--- config.mk ---
export PLATFORM = sky130hd
export DESIGN_NAME = i2c_xfer_seq
export DESIGN_NICKNAME = d
export VERILOG_FILES = /design/src/rtl/i2c_xfer_pkg.sv /design/src/rtl/i2c_xfer_ctrl.sv /design/src/rtl/i2c_xfer_dp.sv /design/src/rtl/i2c_xfer_seq.sv
export SDC_FILE = /design/constraint.sdc
export NUM_CORES = 1
export LEC_CHECK = 0
export BUFFER_PORTS_ARGS = -buffer_cell sky130_fd_sc_hd__buf_2
export CAP_MARGIN = 20
export CORE_AREA = 5 5 78 80
export CTS_CLUSTER_SIZE = 25
export DETAILED_ROUTE_END_ITERATION = 10
export DIE_AREA = 0 0 83 85
export HOLD_SLACK_MARGIN = 0.08
export PLACE_DENSITY = 0.74
export SLEW_MARGIN = 30
export SYNTH_ARGS = -nofsm -noshare
export SYNTH_HDL_FRONTEND = slang
export SYNTH_SLANG_ARGS = --single-unit
--- constraint.sdc ---
create_clock -name clk -period 2.14 [get_ports clk]
set_input_delay 0.214 -clock clk [delete_from_list [all_inputs] [get_ports clk]]
set_output_delay 0.214 -clock clk [all_outputs]
set_load 0.05 [all_outputs]
--- src/rtl/i2c_xfer_pkg.sv ---
package i2c_xfer_pkg;

  localparam int NUM_ERR = 3;  // bit 0 nack, bit 1 arbitration, bit 2 bus error

  typedef enum logic [1:0] {
    ENG_START = 2'd0,
    ENG_WRITE = 2'd1,
    ENG_READ  = 2'd2,
    ENG_STOP  = 2'd3
  } engCmdT;

  typedef struct packed {
    logic loadAll;
    logic loadCnt;
    logic decCnt;
    logic txPop;
    logic rxPush;
    logic setTc;
    logic setTcr;
    logic clrDone;
    logic setNack;
    logic startSet;
    logic startClr;
  } seqStrbT;

endpackage

--- src/rtl/i2c_xfer_ctrl.sv ---
module i2c_xfer_ctrl
  import i2c_xfer_pkg::*;
(
  input  logic    clk,
  input  logic    rstN,
  input  logic    cfgWr,
  input  logic    cfgStart,
  input  logic    cfgStop,
  input  logic    engDone,
  input  logic    engAckIn,
  input  logic    engArlo,
  input  logic    lineBusy,
  input  logic    cntZero,
  input  logic    cntOne,
  input  logic    txFull,
  input  logic    rxFull,
  input  logic    readDir,
  input  logic    reload,
  input  logic    autoEnd,
  input  logic    startPend,
  output seqStrbT strb,
  output logic    engGo,
  output engCmdT  engCmd,
  output logic    engAckOut,
  output logic    selAddr,
  output logic    wantTx,
  output logic    active
);

  typedef enum logic [3:0] {
    S_IDLE, S_START, S_ADDR, S_CHECK, S_WR, S_RD, S_PAUSE, S_HOLD, S_STOP
  } stateT;

  stateT stateQ, stateD;
  logic  issuedQ;
  logic  cmdState;

  assign cmdState  = (stateQ == S_START) || (stateQ == S_ADDR) || (stateQ == S_WR) ||
                     (stateQ == S_RD) || (stateQ == S_STOP);
  assign engGo     = cmdState && !issuedQ;
  assign engAckOut = !(cntOne && !reload);
  assign selAddr   = (stateQ == S_ADDR);
  assign wantTx    = (stateQ == S_CHECK) && !cntZero && !readDir;
  assign active    = (stateQ != S_IDLE);

  always_comb begin
    case (stateQ)
      S_START:      engCmd = ENG_START;
      S_ADDR, S_WR: engCmd = ENG_WRITE;
      S_RD:         engCmd = ENG_READ;
      default:      engCmd = ENG_STOP;
    endcase
  end

  always_comb begin
    strb       = '0;
    stateD     = stateQ;
    strb.txPop = engGo && (stateQ == S_WR);
    case (stateQ)
      S_IDLE: begin
        if (cfgWr) begin
          strb.loadAll  = 1'b1;
          strb.startSet = cfgStart;
        end else if (startPend && !lineBusy) begin
          stateD = S_START;
        end
      end
      S_START: if (engDone) stateD = S_ADDR;
      S_ADDR: begin
        if (engDone) begin
          strb.startClr = 1'b1;
          if (!engAckIn) begin
            strb.setNack = 1'b1;
            stateD = autoEnd ? S_STOP : S_HOLD;
          end else begin
            stateD = S_CHECK;
          end
        end
      end
      S_CHECK: begin
        if (cntZero) begin
          if (reload) begin
            strb.setTcr = 1'b1;
            stateD = S_PAUSE;
          end else if (autoEnd) begin
            stateD = S_STOP;
          end else begin
            strb.setTc = 1'b1;
            stateD = S_HOLD;
          end
        end else if (readDir) begin
          if (!rxFull) stateD = S_RD;
        end else if (txFull) begin
          stateD = S_WR;
        end
      end
      S_WR: begin
        if (engDone) begin
          if (!engAckIn) begin
            strb.setNack = 1'b1;
            stateD = autoEnd ? S_STOP : S_HOLD;
          end else begin
            strb.decCnt = 1'b1;
            stateD = S_CHECK;
          end
        end
      end
      S_RD: begin
        if (engDone) begin
          strb.rxPush = 1'b1;
          strb.decCnt = 1'b1;
          stateD = S_CHECK;
        end
      end
      S_PAUSE: begin
        if (cfgWr) begin
          strb.loadCnt = 1'b1;
          strb.clrDone = 1'b1;
          stateD = S_CHECK;
        end
      end
      S_HOLD: begin
        if (cfgWr) begin
          strb.clrDone = 1'b1;
          if (cfgStop) begin
            stateD = S_STOP;
          end else begin
            strb.loadAll = 1'b1;
            if (cfgStart) begin
              strb.startSet = 1'b1;
              stateD = S_START;
            end
          end
        end
      end
      S_STOP: if (engDone) stateD = S_IDLE;
      default: stateD = S_IDLE;
    endcase
    if (engArlo && (stateQ != S_IDLE)) begin
      stateD = S_IDLE;
      strb.startClr = 1'b1;
    end
  end

  always_ff @(posedge clk) begin
    if (!rstN) begin
      stateQ  <= S_IDLE;
      issuedQ <= 1'b0;
    end else begin
      stateQ <= stateD;
      if (engArlo || engDone) issuedQ <= 1'b0;
      else if (engGo)         issuedQ <= 1'b1;
    end
  end

endmodule

--- src/rtl/i2c_xfer_dp.sv ---
module i2c_xfer_dp
  import i2c_xfer_pkg::*;
#(
  parameter int CNT_W = 8
) (
  input  logic             clk,
  input  logic             rstN,
  input  seqStrbT          strb,
  input  logic [6:0]       cfgAddr,
  input  logic             cfgRead,
  input  logic [CNT_W-1:0] cfgCount,
  input  logic             cfgReload,
  input  logic             cfgAutoEnd,
  input  logic             txWr,
  input  logic [7:0]       txData,
  input  logic             txFlush,
  input  logic             rxRd,
  input  logic [NUM_ERR-1:0] clrFlags,
  input  logic [7:0]       engRxByte,
  input  logic             engArlo,
  input  logic             engBerr,
  output logic [7:0]       addrByte,
  output logic [7:0]       txBuf,
  output logic             txFull,
  output logic [7:0]       rxBuf,
  output logic             rxFull,
  output logic             cntZero,
  output logic             cntOne,
  output logic             readDir,
  output logic             reload,
  output logic             autoEnd,
  output logic             startPend,
  output logic             tcFlag,
  output logic             tcrFlag,
  output logic [NUM_ERR-1:0] errFlags
);

  localparam logic [CNT_W-1:0] CNT_ONE = {{(CNT_W-1){1'b0}}, 1'b1};

  logic [6:0]       addrQ;
  logic [CNT_W-1:0] cntQ;
  logic [NUM_ERR-1:0] errSet;

  assign addrByte = {addrQ, readDir};
  assign cntZero  = (cntQ == '0);
  assign cntOne   = (cntQ == CNT_ONE);
  assign errSet   = {engBerr, engArlo, strb.setNack};

  always_ff @(posedge clk) begin
    if (!rstN) begin
      addrQ <= '0; readDir <= 1'b0; cntQ <= '0; reload <= 1'b0; autoEnd <= 1'b0;
      txBuf <= '0; txFull <= 1'b0; rxBuf <= '0; rxFull <= 1'b0;
      startPend <= 1'b0; tcFlag <= 1'b0; tcrFlag <= 1'b0;
    end else begin
      if (strb.loadAll) begin
        addrQ   <= cfgAddr;
        readDir <= cfgRead;
      end
      if (strb.loadAll || strb.loadCnt) begin
        cntQ    <= cfgCount;
        reload  <= cfgReload;
        autoEnd <= cfgAutoEnd;
      end else if (strb.decCnt) begin
        cntQ <= cntQ - CNT_ONE;
      end
      if (strb.txPop || txFlush) txFull <= 1'b0;
      if (txWr) begin
        txFull <= 1'b1;
        txBuf  <= txData;
      end
      if (rxRd) rxFull <= 1'b0;
      if (strb.rxPush) begin
        rxFull <= 1'b1;
        rxBuf  <= engRxByte;
      end
      if (strb.startClr || engArlo) startPend <= 1'b0;
      else if (strb.startSet)       startPend <= 1'b1;
      if (strb.loadAll || strb.loadCnt || strb.clrDone) begin
        tcFlag  <= 1'b0;
        tcrFlag <= 1'b0;
      end
      if (strb.setTc)  tcFlag  <= 1'b1;
      if (strb.setTcr) tcrFlag <= 1'b1;
    end
  end

  for (genvar g = 0; g < NUM_ERR; g++) begin : g_err
    logic flagQ;
    always_ff @(posedge clk) begin
      if (!rstN)            flagQ <= 1'b0;
      else if (errSet[g])   flagQ <= 1'b1;
      else if (clrFlags[g]) flagQ <= 1'b0;
    end
    assign errFlags[g] = flagQ;
  end

endmodule

--- src/rtl/i2c_xfer_seq.sv ---
module i2c_xfer_seq
  import i2c_xfer_pkg::*;
#(
  parameter int CNT_W = 8
) (
  input  logic             clk,
  input  logic             rstN,
  input  logic             cfgWr,
  input  logic [6:0]       cfgAddr,
  input  logic             cfgRead,
  input  logic [CNT_W-1:0] cfgCount,
  input  logic             cfgReload,
  input  logic             cfgAutoEnd,
  input  logic             cfgStart,
  input  logic             cfgStop,
  input  logic             txWr,
  input  logic [7:0]       txData,
  input  logic             txFlush,
  input  logic             rxRd,
  input  logic [2:0]       clrFlags,
  input  logic             irqEn,
  output logic             startPend,
  output logic             busBusy,
  output logic             txEmpty,
  output logic             txReq,
  output logic             rxFull,
  output logic [7:0]       rxData,
  output logic             xferDone,
  output logic             xferReload,
  output logic             nackFlag,
  output logic             arloFlag,
  output logic             berrFlag,
  output logic             irq,
  output logic             engGo,
  output logic [1:0]       engCmd,
  output logic [7:0]       engTxByte,
  output logic             engAckOut,
  input  logic             engDone,
  input  logic             engAckIn,
  input  logic [7:0]       engRxByte,
  input  logic             engArlo,
  input  logic             engBerr,
  input  logic             lineBusy
);

  seqStrbT strb;
  engCmdT  cmdInt;
  logic    cntZero, cntOne, txFull, readDir, reload, autoEnd;
  logic    selAddr, wantTx, active;
  logic [7:0] addrByte, txBuf;
  logic [NUM_ERR-1:0] errFlags;

  i2c_xfer_ctrl u_ctrl (
    .clk, .rstN, .cfgWr, .cfgStart, .cfgStop, .engDone, .engAckIn, .engArlo,
    .lineBusy, .cntZero, .cntOne, .txFull, .rxFull, .readDir, .reload, .autoEnd,
    .startPend, .strb, .engGo, .engCmd(cmdInt), .engAckOut, .selAddr, .wantTx, .active
  );

  i2c_xfer_dp #(.CNT_W(CNT_W)) u_dp (
    .clk, .rstN, .strb, .cfgAddr, .cfgRead, .cfgCount, .cfgReload, .cfgAutoEnd,
    .txWr, .txData, .txFlush, .rxRd, .clrFlags, .engRxByte, .engArlo, .engBerr,
    .addrByte, .txBuf, .txFull, .rxBuf(rxData), .rxFull, .cntZero, .cntOne,
    .readDir, .reload, .autoEnd, .startPend, .tcFlag(xferDone), .tcrFlag(xferReload),
    .errFlags
  );

  assign engCmd    = cmdInt;
  assign engTxByte = selAddr ? addrByte : txBuf;
  assign busBusy   = lineBusy || active;
  assign txEmpty   = !txFull;
  assign txReq     = txEmpty && wantTx;
  assign nackFlag  = errFlags[0];
  assign arloFlag  = errFlags[1];
  assign berrFlag  = errFlags[2];
  assign irq       = irqEn && (xferDone || xferReload);

endmodule

Word level (Yosys, flattened, before mapping)
Cells that the tools add are included.
- bits in registers: 47
- bits in latches: 0
- memory bits (writable): 0
- bits in read-only memories: 0
- input port bits: 51
- output and inout bits: 31
- memories kept: 0
- add/subtract/negate cells: 1
- multiply operators: 0
- div/mod/pow operators: 0
- $lt $le $gt $ge: 0
- equal/unequal tests: 20
- shift operators: 0
- multiplexer cells: 61
- bitwise operators: 1
- reduce and logical (&&, ||, !) cells: 44
- operators by type and width (cell ; count):
    $mux 4 ; 17
    $mux 1 ; 34
    $pmux 4 s8 ; 1
    $mux 8 ; 3
    $eq 4x3->1 const B ; 4
    $reduce_bool 2->1 ; 8
    $ne 2x2->1 const B ; 6
    $logic_or 1x1->1 ; 11
    $reduce_and 11->1 ; 1
    $reduce_or 2->1 ; 5
    $logic_and 1x1->1 ; 9
    $eq 4x2->1 const B ; 2
    $eq 8x1->1 const B ; 1
    $logic_not 8->1 ; 1
    $sub 8x1->8 const B ; 1
    $logic_not 1->1 ; 7
    $pmux 1 s2 ; 3
    $pmux 2 s3 ; 1
    $eq 4x1->1 const B ; 1
    $eq 4x4->1 const B ; 1
    $logic_not 4->1 ; 1
    $mux 2 ; 2
    $ne 2x1->1 const B ; 2
    $ne 4x1->1 const B ; 1
    4 further kinds ; 4

Logic depth before layout (Yosys ltp)
Gate-level depths: netlist (run 1).
- word-level depth: 10
- depth in mapped cells: 8
- mapped depth without buffers: 7

By module
A second synthesis (run 1) with hierarchy kept.
- cells, all modules: 272
- area, all modules: 2458.6 sq um
- by module, submodules not included (module ; instances ; cells an instance ; area an instance (sq um)):
    i2c_xfer_dp ; 1 ; 172 ; 1647.8
    i2c_xfer_ctrl ; 1 ; 87 ; 655.6
    i2c_xfer_seq ; 1 ; 13 ; 155.1

Least setup slack after synthesis (run 1)
No wires, ideal clock.
- path kind: register to output
- start point: register u_dp.cntQ[0]
- end point: output txReq
- arrival: 1990 ps
- setup slack: -64 ps
- stages on the path, launching flop included: 7
- cell sequence: dfxtp_1 -> inv_1 -> ha_1 -> nor4b_2 -> nand2_1 -> nand2_1 -> nor3_1
- word-level cells in the longest chain between the ends: 5
- ends and longest elaborated chain (element ; RTL line ; text):
    from (decl) ; i2c_xfer_dp.sv:41 ; logic [CNT_W-1:0] cntQ;
    from (signal assigned) ; i2c_xfer_dp.sv:60 ; cntQ <= cfgCount;
    from (signal assigned) ; i2c_xfer_dp.sv:64 ; cntQ <= cntQ - CNT_ONE;
    $logic_not 8->1 ; i2c_xfer_dp.sv:45 ; assign cntZero = (cntQ == '0);
    $logic_not 1->1 ; i2c_xfer_ctrl.sv:43 ; assign wantTx = (stateQ == S_CHECK) && !cntZero && !readDir;
    $logic_and 1x1->1 (2 in series) ; i2c_xfer_ctrl.sv:43 ;
    $logic_and 1x1->1 ; i2c_xfer_seq.sv:71 ; assign txReq = txEmpty && wantTx;
    to (decl) ; i2c_xfer_seq.sv:25 ; output logic txReq,
No other way between the ends.

Final worst setup path (run 1)
- start point: register u_ctrl.stateQ[3]
- end point: output busBusy
- word-level cells in the longest chain between the ends: 2
- ends and longest elaborated chain (element ; RTL line ; text):
    from (decl) ; i2c_xfer_ctrl.sv:34 ; stateT stateQ, stateD;
    from (signal assigned) ; i2c_xfer_ctrl.sv:150 ; stateQ <= stateD;
    $reduce_bool 4->1 ; i2c_xfer_ctrl.sv:44 ; assign active = (stateQ != S_IDLE);
    $logic_or 1x1->1 ; i2c_xfer_seq.sv:69 ; assign busBusy = lineBusy || active;
    to (decl) ; i2c_xfer_seq.sv:23 ; output logic busBusy,
No other way between the ends.

==> out/qor.csv, run 1 <==
stage;metric;value;unit
outcome;status;completed;
timing;actual slew at the worst max-slew pin;0.500;ns
synth;Post-synth EDFFs;0;
clock_tree;Root Driver;clkbuf_8;
synth;distinct cell type count after synthesis;62;
timing;RSZ-0062 raised after global routing;false;
power;Peak VDD IR;750;uV
route;vias per cell;5.33;
route;vias;2269;
timing;Min Clock Period, post-route;2.05;ns
layout;Filler cells;523;
synth;synth warn;0;
power;total power;3.76;mW
worst_setup_path;worst-path fanout max;9;
worst_setup_path;WP data arrival;1.83;ns
layout;# diodes;0;
place;RD Place Congestion;0.866;
place;IO buf count;81;
power;Lkg Pwr;1.33;nW
synth;Area contributors post-synth;dfxtp_1 36%, mux2i_1 10%, nor2b_1 8.0%;
floorplanning;die footprint;7060;um2
worst_setup_path;CP startpoint kind;register;
timing;fin worst setup slack;0.0932;ns
synth;mapped cell area;2580;um2
global_route;first-pass GRT wire length;10100;um
synth;syn avg cell area;9.43;um2
clock_tree;CTS Buf Count;5;
timing;worst hold margin;0.120;ns
timing;f_max;0.489;GHz
worst_setup_path;CP required;1.93;ns
global_route;gr ovfl total;0;
clock_tree;total setup buffers inserted after CTS;0;
synth;Syn Nets;328;
route;final wirelength;6060;um
timing;fin crit share;0.956;
clock_tree;CTS Hold Buffers Added;0;
clock_tree;Worst-path clk slew;0.09;ns
worst_setup_path;CP max stage delay;0.44;ns
synth;Post-synth ARST share;0;
layout;Area growth, synth to finish;21.4;%
synth;Synth top area share;0.364;
global_route;largest net degree at the start of global routing;31;
worst_setup_path;Buf/Inv on CP;2;
synth;synthesized instance count;274;
timing;max-slew violation count;0;
synth;Synth area leader;dfxtp_1;
clock_tree;Worst-Skew Late Latency;0.30;ns
power;pwr/cell area;1200;nW/um2
floorplanning;die extent in x;83;um
worst_setup_path;slowest stage cell on the critical path;or4_4;
worst_setup_path;worst setup path class;reg -> out;
floorplanning;die height;85;um
place;post-placement cell count;418;
global_route;initial antenna violation count;0;
global_route;vias in the first global route;2191;
route;DRC Markers;0;
timing;Setup Skew;0.00284;ns
timing;setup_tns;0;ns
clock_tree;H-tree levels;2;
synth;register area share after synthesis;0.364;
route;ANT nets after route;0;
clock_tree;CTS Buffer Depth;2;
floorplanning;Core Area;5340;um2
worst_setup_path;CP endpoint kind;output pin;
layout;Layout Nets;407;
floorplanning;num ports;82;
route;first drt pass iteration count;4;
flow_run;maxcap violations;0;
clock_tree;CTS Sinks;47;
synth;FF+latch count, synth;47;
route;Starting DRT DRC Count;119;
place;Detailed Place HPWL;4630;um
layout;Cell Count, Final, Fillers Out;426;
clock_tree;CTS tree;yes;
timing;final setup violation count;0;
global_route;GRT Total Usage;0.171;
timing;Rel. slew slack;0.667;
min_path;worst hold path type;in -> reg;
timing;Final Hold Fails;0;
worst_setup_path;crit path cell chain;buf_4, or4_4, or2_2, buf_2;
route;Avg WL per Cell;14.2;um
place;Place WS;0.174;ns
synth;top_reg_cell synth;dfxtp_1;
floorplanning;initial cell density of the core;0.484;
layout;layout cell share with drive strength beyond 1;0.359;
clock_tree;CTS resizes;2;
worst_setup_path;delay-heaviest family, CP;simple AND/OR/NAND/NOR gates;
floorplanning;cell row count;27;
==> flip-flops by register name, summed over array words and instances, names as in the netlist <==
register	cells
u_dp.cntQ	8
u_dp.rxBuf	8
u_dp.txBuf	8
u_dp.addrQ	7
u_ctrl.stateQ	4
u_dp.g_err.flagQ	3
u_ctrl.issuedQ	1
u_dp.autoEnd	1
u_dp.readDir	1
u_dp.reload	1
u_dp.rxFull	1
u_dp.startPend	1
u_dp.tcFlag	1
u_dp.tcrFlag	1
u_dp.txFull	1
==> final timing paths <==
check / startpoint / endpoint / slack (ns) / depth (start not counted)
min reg2reg: u_ctrl.issuedQ / u_ctrl.issuedQ / 0.52 / 2
min: engBerr / u_dp.g_err[2].flagQ / 0.12 / 2
max reg2reg: u_ctrl.stateQ[2] / u_dp.cntQ[0] / 0.32 / 5
max: u_ctrl.stateQ[3] / busBusy / 0.09 / 4
==> logic make-up (layout without fill, tap and decap cells) <==
family	count (synthesis)	in the layout	share of synthesized area
simple gates	103	103	0.243
compound gates	56	56	0.161
flops	47	47	0.364
mux	34	34	0.136
buf+inv	24	104	0.0547
xor+xnor	7	7	0.0266
fa+ha+maj	3	3	0.0145
==> where the power goes <==
part / switching [mW] / leakage, nW / internal, mW
Clock: 0.302 / 0.0484 / 0.265
Combinational: 1.20 / 0.897 / 0.802
Sequential: 0.176 / 0.386 / 1.01
Total: 1.68 / 1.33 / 2.08
==> synthesized netlist by cell type (2+ instances only) <==
master	count
nand2_1	12
xor2_1	5
nor2b_1	33
ha_1	3
nor3_1	10
o21a_1	6
mux2_2	8
and4bb_2	2
inv_1	7
buf_2	5
or4_4	2
buf_6	5
nand4_1	3
dfxtp_1	47
or2_1	2
and3_1	2
o21ai_0	7
buf_4	2
o21ai_1	2
nor2_1	9
a21boi_0	2
or3_1	3
clkbuf_1	5
nand3_1	5
o31ai_1	2
mux2i_1	26
a21oi_1	14
a211oi_1	3
nand2b_1	6
a22oi_1	4
==> final cells by class <==
type | count | area, um2 | area share
tap | 72 | 90.1 | 0.0287
clock inverter | 1 | 8.76 | 0.00279
timing repair buffer | 89 | 465 | 0.148
inverter | 7 | 26.3 | 0.00837
multi-input combinational | 203 | 1520 | 0.484
clock buffer | 7 | 86.3 | 0.0275
sequential | 47 | 943 | 0.301
==> cells in the final DEF, fill, tap and decap left out, drive strengths merged, types with 4 or more instances in the layout <==
cell	instances
a21oi	16
nand2b	6
inv	7
nand3	5
a22oi	4
nor3	11
o21ai	9
clkbuf	7
buf	89
xor2	5
o21a	6
nand2	13
nor2	10
mux2i	26
dfxtp	47
mux2	8
a211oi	4
nor2b	33
==> layer usage <==
layer,vias to the layer above,GRT usage,share of wire
met4,0,0.0520,0.015
li1,1134,-,-
met1,1045,0.220,0.45
met2,83,0.278,0.46
met3,7,0.0476,0.073
met5,-,0,0
==> through the flow <==
step / cell area (um2) / util
2_1_floorplan: 2590 / -
3_3_place_gp: 3040 / 0.569
3_5_place_dp: 3040 / 0.569
4_1_cts: 3130 / 0.587
5_1_grt: 3140 / 0.588
6_report: 3140 / 0.588
(Power assumes the default switching activity.)
==> run 2: changes to the inputs <==
- PLACE_DENSITY: 0.74 -> 0.77
==> out/qor.csv, run 2 (synthesized netlist as in run 1, its figures left out) <==
stage;metric;value;unit
layout;most frequent cells in the layout;79 x buf_2, 43 x dfxtp_1, 33 x nor2b_1;
layout;Filler cells;504;
place;Post-DP Area;3030;um2
timing;final setup violation count;0;
power;sequential power share;0.309;
global_route;first-pass GRT wire length;10200;um
layout;biggest registers after layout;u_dp.cntQ (8), u_dp.rxBuf (8), u_dp.txBuf (8);
floorplanning;num ports;82;
layout;layout cell share with drive strength beyond 1;0.367;
power;Net Switching;1.71;mW
worst_setup_path;worst-path fanout max;13;
route;ANT nets after route;0;
timing;Rel. slew slack;0.669;
min_path;worst hold path type;in -> reg;
floorplanning;die footprint;7060;um2
layout;# diodes;0;
timing;worst hold margin;0.111;ns
floorplanning;Core Area;5340;um2
worst_setup_path;crit path cell chain;buf_4, or4_4, or2_2, buf_6;
timing;Setup Skew;0.00931;ns
place;RD Place Congestion;0.863;
global_route;gr ovfl total;0;
floorplanning;die extent in x;83;um
floorplanning;cell row count;27;
global_route;vias in the first global route;2223;
worst_setup_path;worst reg2reg endpoint;u_dp.cntQ[0];
worst_setup_path;CP endpoint kind;output pin;
timing;f_max;0.478;GHz
route;vias;2257;
clock_tree;Worst-path clk slew;0.09;ns
route;Starting DRT DRC Count;200;
place;Detailed Place HPWL;4700;um
timing;fin crit share;0.979;
min_path;hold_sp;engBerr;
worst_setup_path;CP required;1.93;ns
timing;actual slew at the worst max-slew pin;0.496;ns
worst_setup_path;Reg2Reg Depth;6;
power;Net Sw Frac;0.437;
power;clock network power share;0.170;
clock_tree;CTS Buf Count;5;
min_path;worst hold endpoint;u_dp.g_err[2].flagQ;
route;vias per cell;5.30;
global_route;GRT Total Usage;0.175;
worst_setup_path;CP startpoint kind;register;
worst_setup_path;CP max stage delay;0.56;ns
layout;commonest non-fill, non-tap cell in the layout;buf_2;
layout;Layout Nets;407;
timing;Min Clock Period, post-route;2.09;ns
flow_run;maxcap violations;0;
route;final wirelength;6180;um
timing;Final Hold Fails;0;
power;combinational share of power;0.521;
clock_tree;CTS Sinks;47;
global_route;initial antenna violation count;0;
floorplanning;initial cell density of the core;0.484;
worst_setup_path;worst setup path class;reg -> out;
clock_tree;Root Driver;clkbuf_8;
power;Lkg Pwr;1.35;nW
clock_tree;H-tree levels;2;
power;pwr/cell area;1230;nW/um2
route;Avg WL per Cell;14.5;um
floorplanning;die height;85;um
place;IO buf count;81;
worst_setup_path;Reg-to-Reg Start;u_ctrl.stateQ[1];
timing;RSZ-0062 raised after global routing;false;
timing;max-slew violation count;0;
route;DRC Markers;0;
power;Int Pwr;2.21;mW
worst_setup_path;FF-to-FF setup slack;0.22;ns
timing;setup_tns;0;ns
clock_tree;CTS Buffer Depth;2;
layout;Area growth, synth to finish;23.2;%
worst_setup_path;WP data arrival;1.88;ns
clock_tree;Worst-Skew Late Latency;0.31;ns
route;first drt pass iteration count;4;
clock_tree;CTS tree;yes;
outcome;status;completed;
min_path;worst hold path cell count;2;
power;Peak VDD IR;727;uV
worst_setup_path;slowest stage cell on the critical path;or4_4;
global_route;largest net degree at the start of global routing;26;
layout;Design Area, Final;3190;um2
-- run 2: layer usage --
layer	GRT usage	wire length (um)
met3	0.0583	407
met2	0.281	2870
met1	0.219	2780
met4	0.0639	119
met5	0	0
-- run 2: area by class of cell --
type / count / area (um2) / share of cell area
Multi-Input combinational cell: 203 / 1530 / 0.479
Sequential cell: 47 / 953 / 0.299
Timing Repair Buffer: 89 / 474 / 0.149
Tap cell: 72 / 90.1 / 0.0283
Clock buffer: 5 / 68.8 / 0.0216
Clock inverter: 3 / 46.3 / 0.0145
Inverter: 7 / 26.3 / 0.00825
-- run 2: power groups by stage --
stage                     combinational, mW  sequential [mW]  clock, mW
after floorplan                        1.70             1.15          0
after global placement                 1.93             1.20          0
after detailed placement               1.97             1.21          0
after CTS                              1.99             1.20      0.685
after global routing                   2.22             1.24      0.719
final                                  2.04             1.21      0.667
-- run 2: worst max path at each step --
| stage | from | endpoint | slack [ns] | depth (start not counted) |
|---|---|---|---|---|
| 2_1_floorplan | u_dp.cntQ[0] | txReq | 0.36 | 6 |
| 3_3_place_gp | u_ctrl.stateQ[1] | busBusy | 0.28 | 4 |
| 6_report | u_ctrl.stateQ[2] | busBusy | 0.05 | 4 |
| 3_5_place_dp | u_ctrl.stateQ[1] | u_ctrl.stateQ[1] | 0.25 | 6 |
| 4_1_cts | u_ctrl.stateQ[1] | busBusy | 0.005 | 4 |
| 5_1_grt | u_ctrl.stateQ[2] | busBusy | 0.001 | 4 |
-- run 2: timing repair --
action,CTS,global route
pin swaps,0,1
endpoints found under the setup margin,10,10
gates resized for setup,5,8
buffers inserted,0,1
hold buffers,0,0
-- run 2: worst max-delay path, delay by kind of cell, from the launching register on --
family,cells,cell delay [ns]
simple gates,2,0.87
flops,1,0.39
buf+inv,2,0.32
-- run 2: through the flow --
step	std cells	util	power (mW)	setup slack (ns)
2_1_floorplan	274	-	2.84	0.359
3_3_place_gp	417	0.567	3.14	0.277
3_5_place_dp	417	0.567	3.18	0.247
4_1_cts	425	0.590	3.87	0.00534
5_1_grt	426	0.597	4.17	0.00117
6_report	426	0.597	3.92	0.0458
==> run 3: changes to the inputs <==
- MAX_ROUTING_LAYER: unset -> met4
- REMOVE_ABC_BUFFERS: unset -> 1
- SKIP_LAST_GASP: unset -> 1
==> out/qor.csv, run 3 (synthesized netlist as in run 1, its figures left out) <==
stage;metric;value;unit
layout;layout cell share with drive strength beyond 1;0.361;
worst_setup_path;WP data arrival;1.88;ns
power;Peak VDD IR;575;uV
timing;Setup Skew;0.00593;ns
floorplanning;die extent in x;83;um
min_path;worst hold path cell count;2;
worst_setup_path;FF-to-FF setup slack;0.32;ns
layout;Filler cells;495;
layout;Layout Nets;408;
power;Int Pwr;2.18;mW
min_path;worst hold endpoint;u_dp.g_err[2].flagQ;
timing;f_max;0.478;GHz
place;Place WS;0.226;ns
min_path;hold_sp;engBerr;
timing;max-slew violation count;0;
worst_setup_path;worst reg2reg endpoint;u_ctrl.stateQ[1];
global_route;vias in the first global route;2262;
clock_tree;CTS Buffer Depth;2;
global_route;initial antenna violation count;0;
timing;worst hold margin;0.129;ns
floorplanning;die height;85;um
place;Detailed Place HPWL;4690;um
route;first drt pass iteration count;4;
layout;commonest non-fill, non-tap cell in the layout;buf_2;
outcome;status;completed;
power;sequential power share;0.310;
worst_setup_path;delay-heaviest family, CP;simple AND/OR/NAND/NOR gates;
clock_tree;CTS tree;yes;
layout;Area growth, synth to finish;22.3;%
route;final wirelength;6110;um
clock_tree;Worst-path clk slew;0.09;ns
timing;Rel. slew slack;0.667;
floorplanning;Core Area;5340;um2
worst_setup_path;CP startpoint kind;register;
timing;setup_tns;0;ns
clock_tree;Worst-Skew Late Latency;0.30;ns
timing;actual slew at the worst max-slew pin;0.500;ns
clock_tree;CTS Buf Count;5;
layout;most frequent cells in the layout;80 x buf_2, 45 x dfxtp_1, 33 x nor2b_1;
layout;biggest registers after layout;u_dp.cntQ (8), u_dp.rxBuf (8), u_dp.txBuf (8);
clock_tree;Root Driver;clkbuf_8;
clock_tree;CTS Hold Buffers Added;0;
layout;# diodes;0;
power;combinational share of power;0.517;
route;Avg WL per Cell;14.3;um
worst_setup_path;crit path cell chain;buf_4, or4_4, or2_2, buf_2;
power;Net Sw Frac;0.438;
worst_setup_path;worst-path fanout max;14;
timing;fin crit share;0.977;
power;pwr/cell area;1230;nW/um2
global_route;GRT Total Usage;0.179;
floorplanning;cell row count;27;
route;vias per cell;5.24;
timing;Min Clock Period, post-route;2.09;ns
worst_setup_path;CP endpoint kind;output pin;
floorplanning;num ports;82;
clock_tree;H-tree levels;2;
timing;RSZ-0062 raised after global routing;true;
timing;Final Hold Fails;0;
min_path;worst hold path type;in -> reg;
floorplanning;initial cell density of the core;0.484;
flow_run;maxcap violations;0;
worst_setup_path;Reg2Reg Depth;6;
timing;final setup violation count;0;
power;Lkg Pwr;1.34;nW
route;vias;2238;
floorplanning;die footprint;7060;um2
power;Net Switching;1.70;mW
place;IO buf count;81;
worst_setup_path;CP max stage delay;0.51;ns
place;RD Place Congestion;0.887;
worst_setup_path;Reg-to-Reg Start;u_ctrl.stateQ[0];
timing;fin worst setup slack;0.0500;ns
worst_setup_path;CP required;1.93;ns
route;ANT nets after route;0;
worst_setup_path;worst setup path class;reg -> out;
worst_setup_path;slowest stage cell on the critical path;or4_4;
global_route;largest net degree at the start of global routing;24;
place;post-placement cell count;419;
route;DRC Markers;0;
global_route;first-pass GRT wire length;10300;um
layout;Cell Count, Final, Fillers Out;427;
worst_setup_path;Buf/Inv on CP;2;
route;Starting DRT DRC Count;191;
clock_tree;CTS Sinks;47;
power;clock network power share;0.173;
global_route;gr ovfl total;0;
[run 3: cell count changes in the layout (fill, tap and decap cells not counted), sizes merged]
| cell | before | now |
|---|---|---|
| buf | 88 | 89 |
| clkinv | 0 | 1 |
| clkinvlp | 1 | 0 |
[run 3: power groups by stage]
stage	clock (mW)	combinational (mW)	sequential, mW
5_1_grt	0.722	2.17	1.22
6_report	0.670	2.00	1.20
4_1_cts	0.687	2.01	1.20
3_3_place_gp	0	1.96	1.20
3_5_place_dp	0	2.00	1.21
2_1_floorplan	0	1.46	1.24
[run 3: layout make-up]
| type | instances | area [um2] | share of cell area |
|---|---|---|---|
| clock buffers | 5 | 68.8 | 0.0218 |
| clock inverters | 3 | 47.5 | 0.0150 |
| inverters | 7 | 26.3 | 0.00831 |
| multi-input cells | 203 | 1510 | 0.477 |
| flip-flops and latches | 47 | 943 | 0.298 |
| well taps | 72 | 90.1 | 0.0285 |
| repair buffers | 90 | 475 | 0.150 |
[run 3: worst register-to-register path, cell delays in order, from the launching register on]
cell	delay [ns]
dfxtp_1	0.46
buf_4	0.23
o22a_1	0.20
a211oi_2	0.07
a311oi_4	0.40
a21oi_1	0.14
a311oi_2	0.24
[run 3: worst max path at each step]
stage	from	end	slack [ns]	cells after the start
5_1_grt	u_dp.cntQ[0]	txReq	-0.07	7
2_1_floorplan	u_ctrl.stateQ[1]	txReq	-0.31	3
4_1_cts	u_ctrl.stateQ[1]	engTxByte[3]	0.03	3
3_3_place_gp	u_ctrl.stateQ[1]	u_dp.cntQ[0]	0.32	5
3_5_place_dp	u_ctrl.stateQ[2]	u_dp.cntQ[0]	0.23	5
6_report	u_ctrl.stateQ[2]	busBusy	0.05	4
[run 3: metrics by stage]
stage               total power [mW]  cell area, um2   util
floorplan                       2.70            2470      -
global placement                3.16            3040  0.569
detailed placement              3.21            3040  0.569
CTS                             3.89            3160  0.591
global route                    4.12            3160  0.592
finish                          3.87            3160  0.592
[run 3: timing repair]
item	in CTS	in global routing
endpoints found under the setup margin	9	11
setup buffers	0	0
pin swaps	0	0
resized for setup	2	2
[run 3: per-layer routing]
metal / wire length [um] / global-route usage
met5: 0 / -
met4: 84 / 0.0565
met3: 282 / 0.0350
met2: 3000 / 0.303
met1: 2740 / 0.214
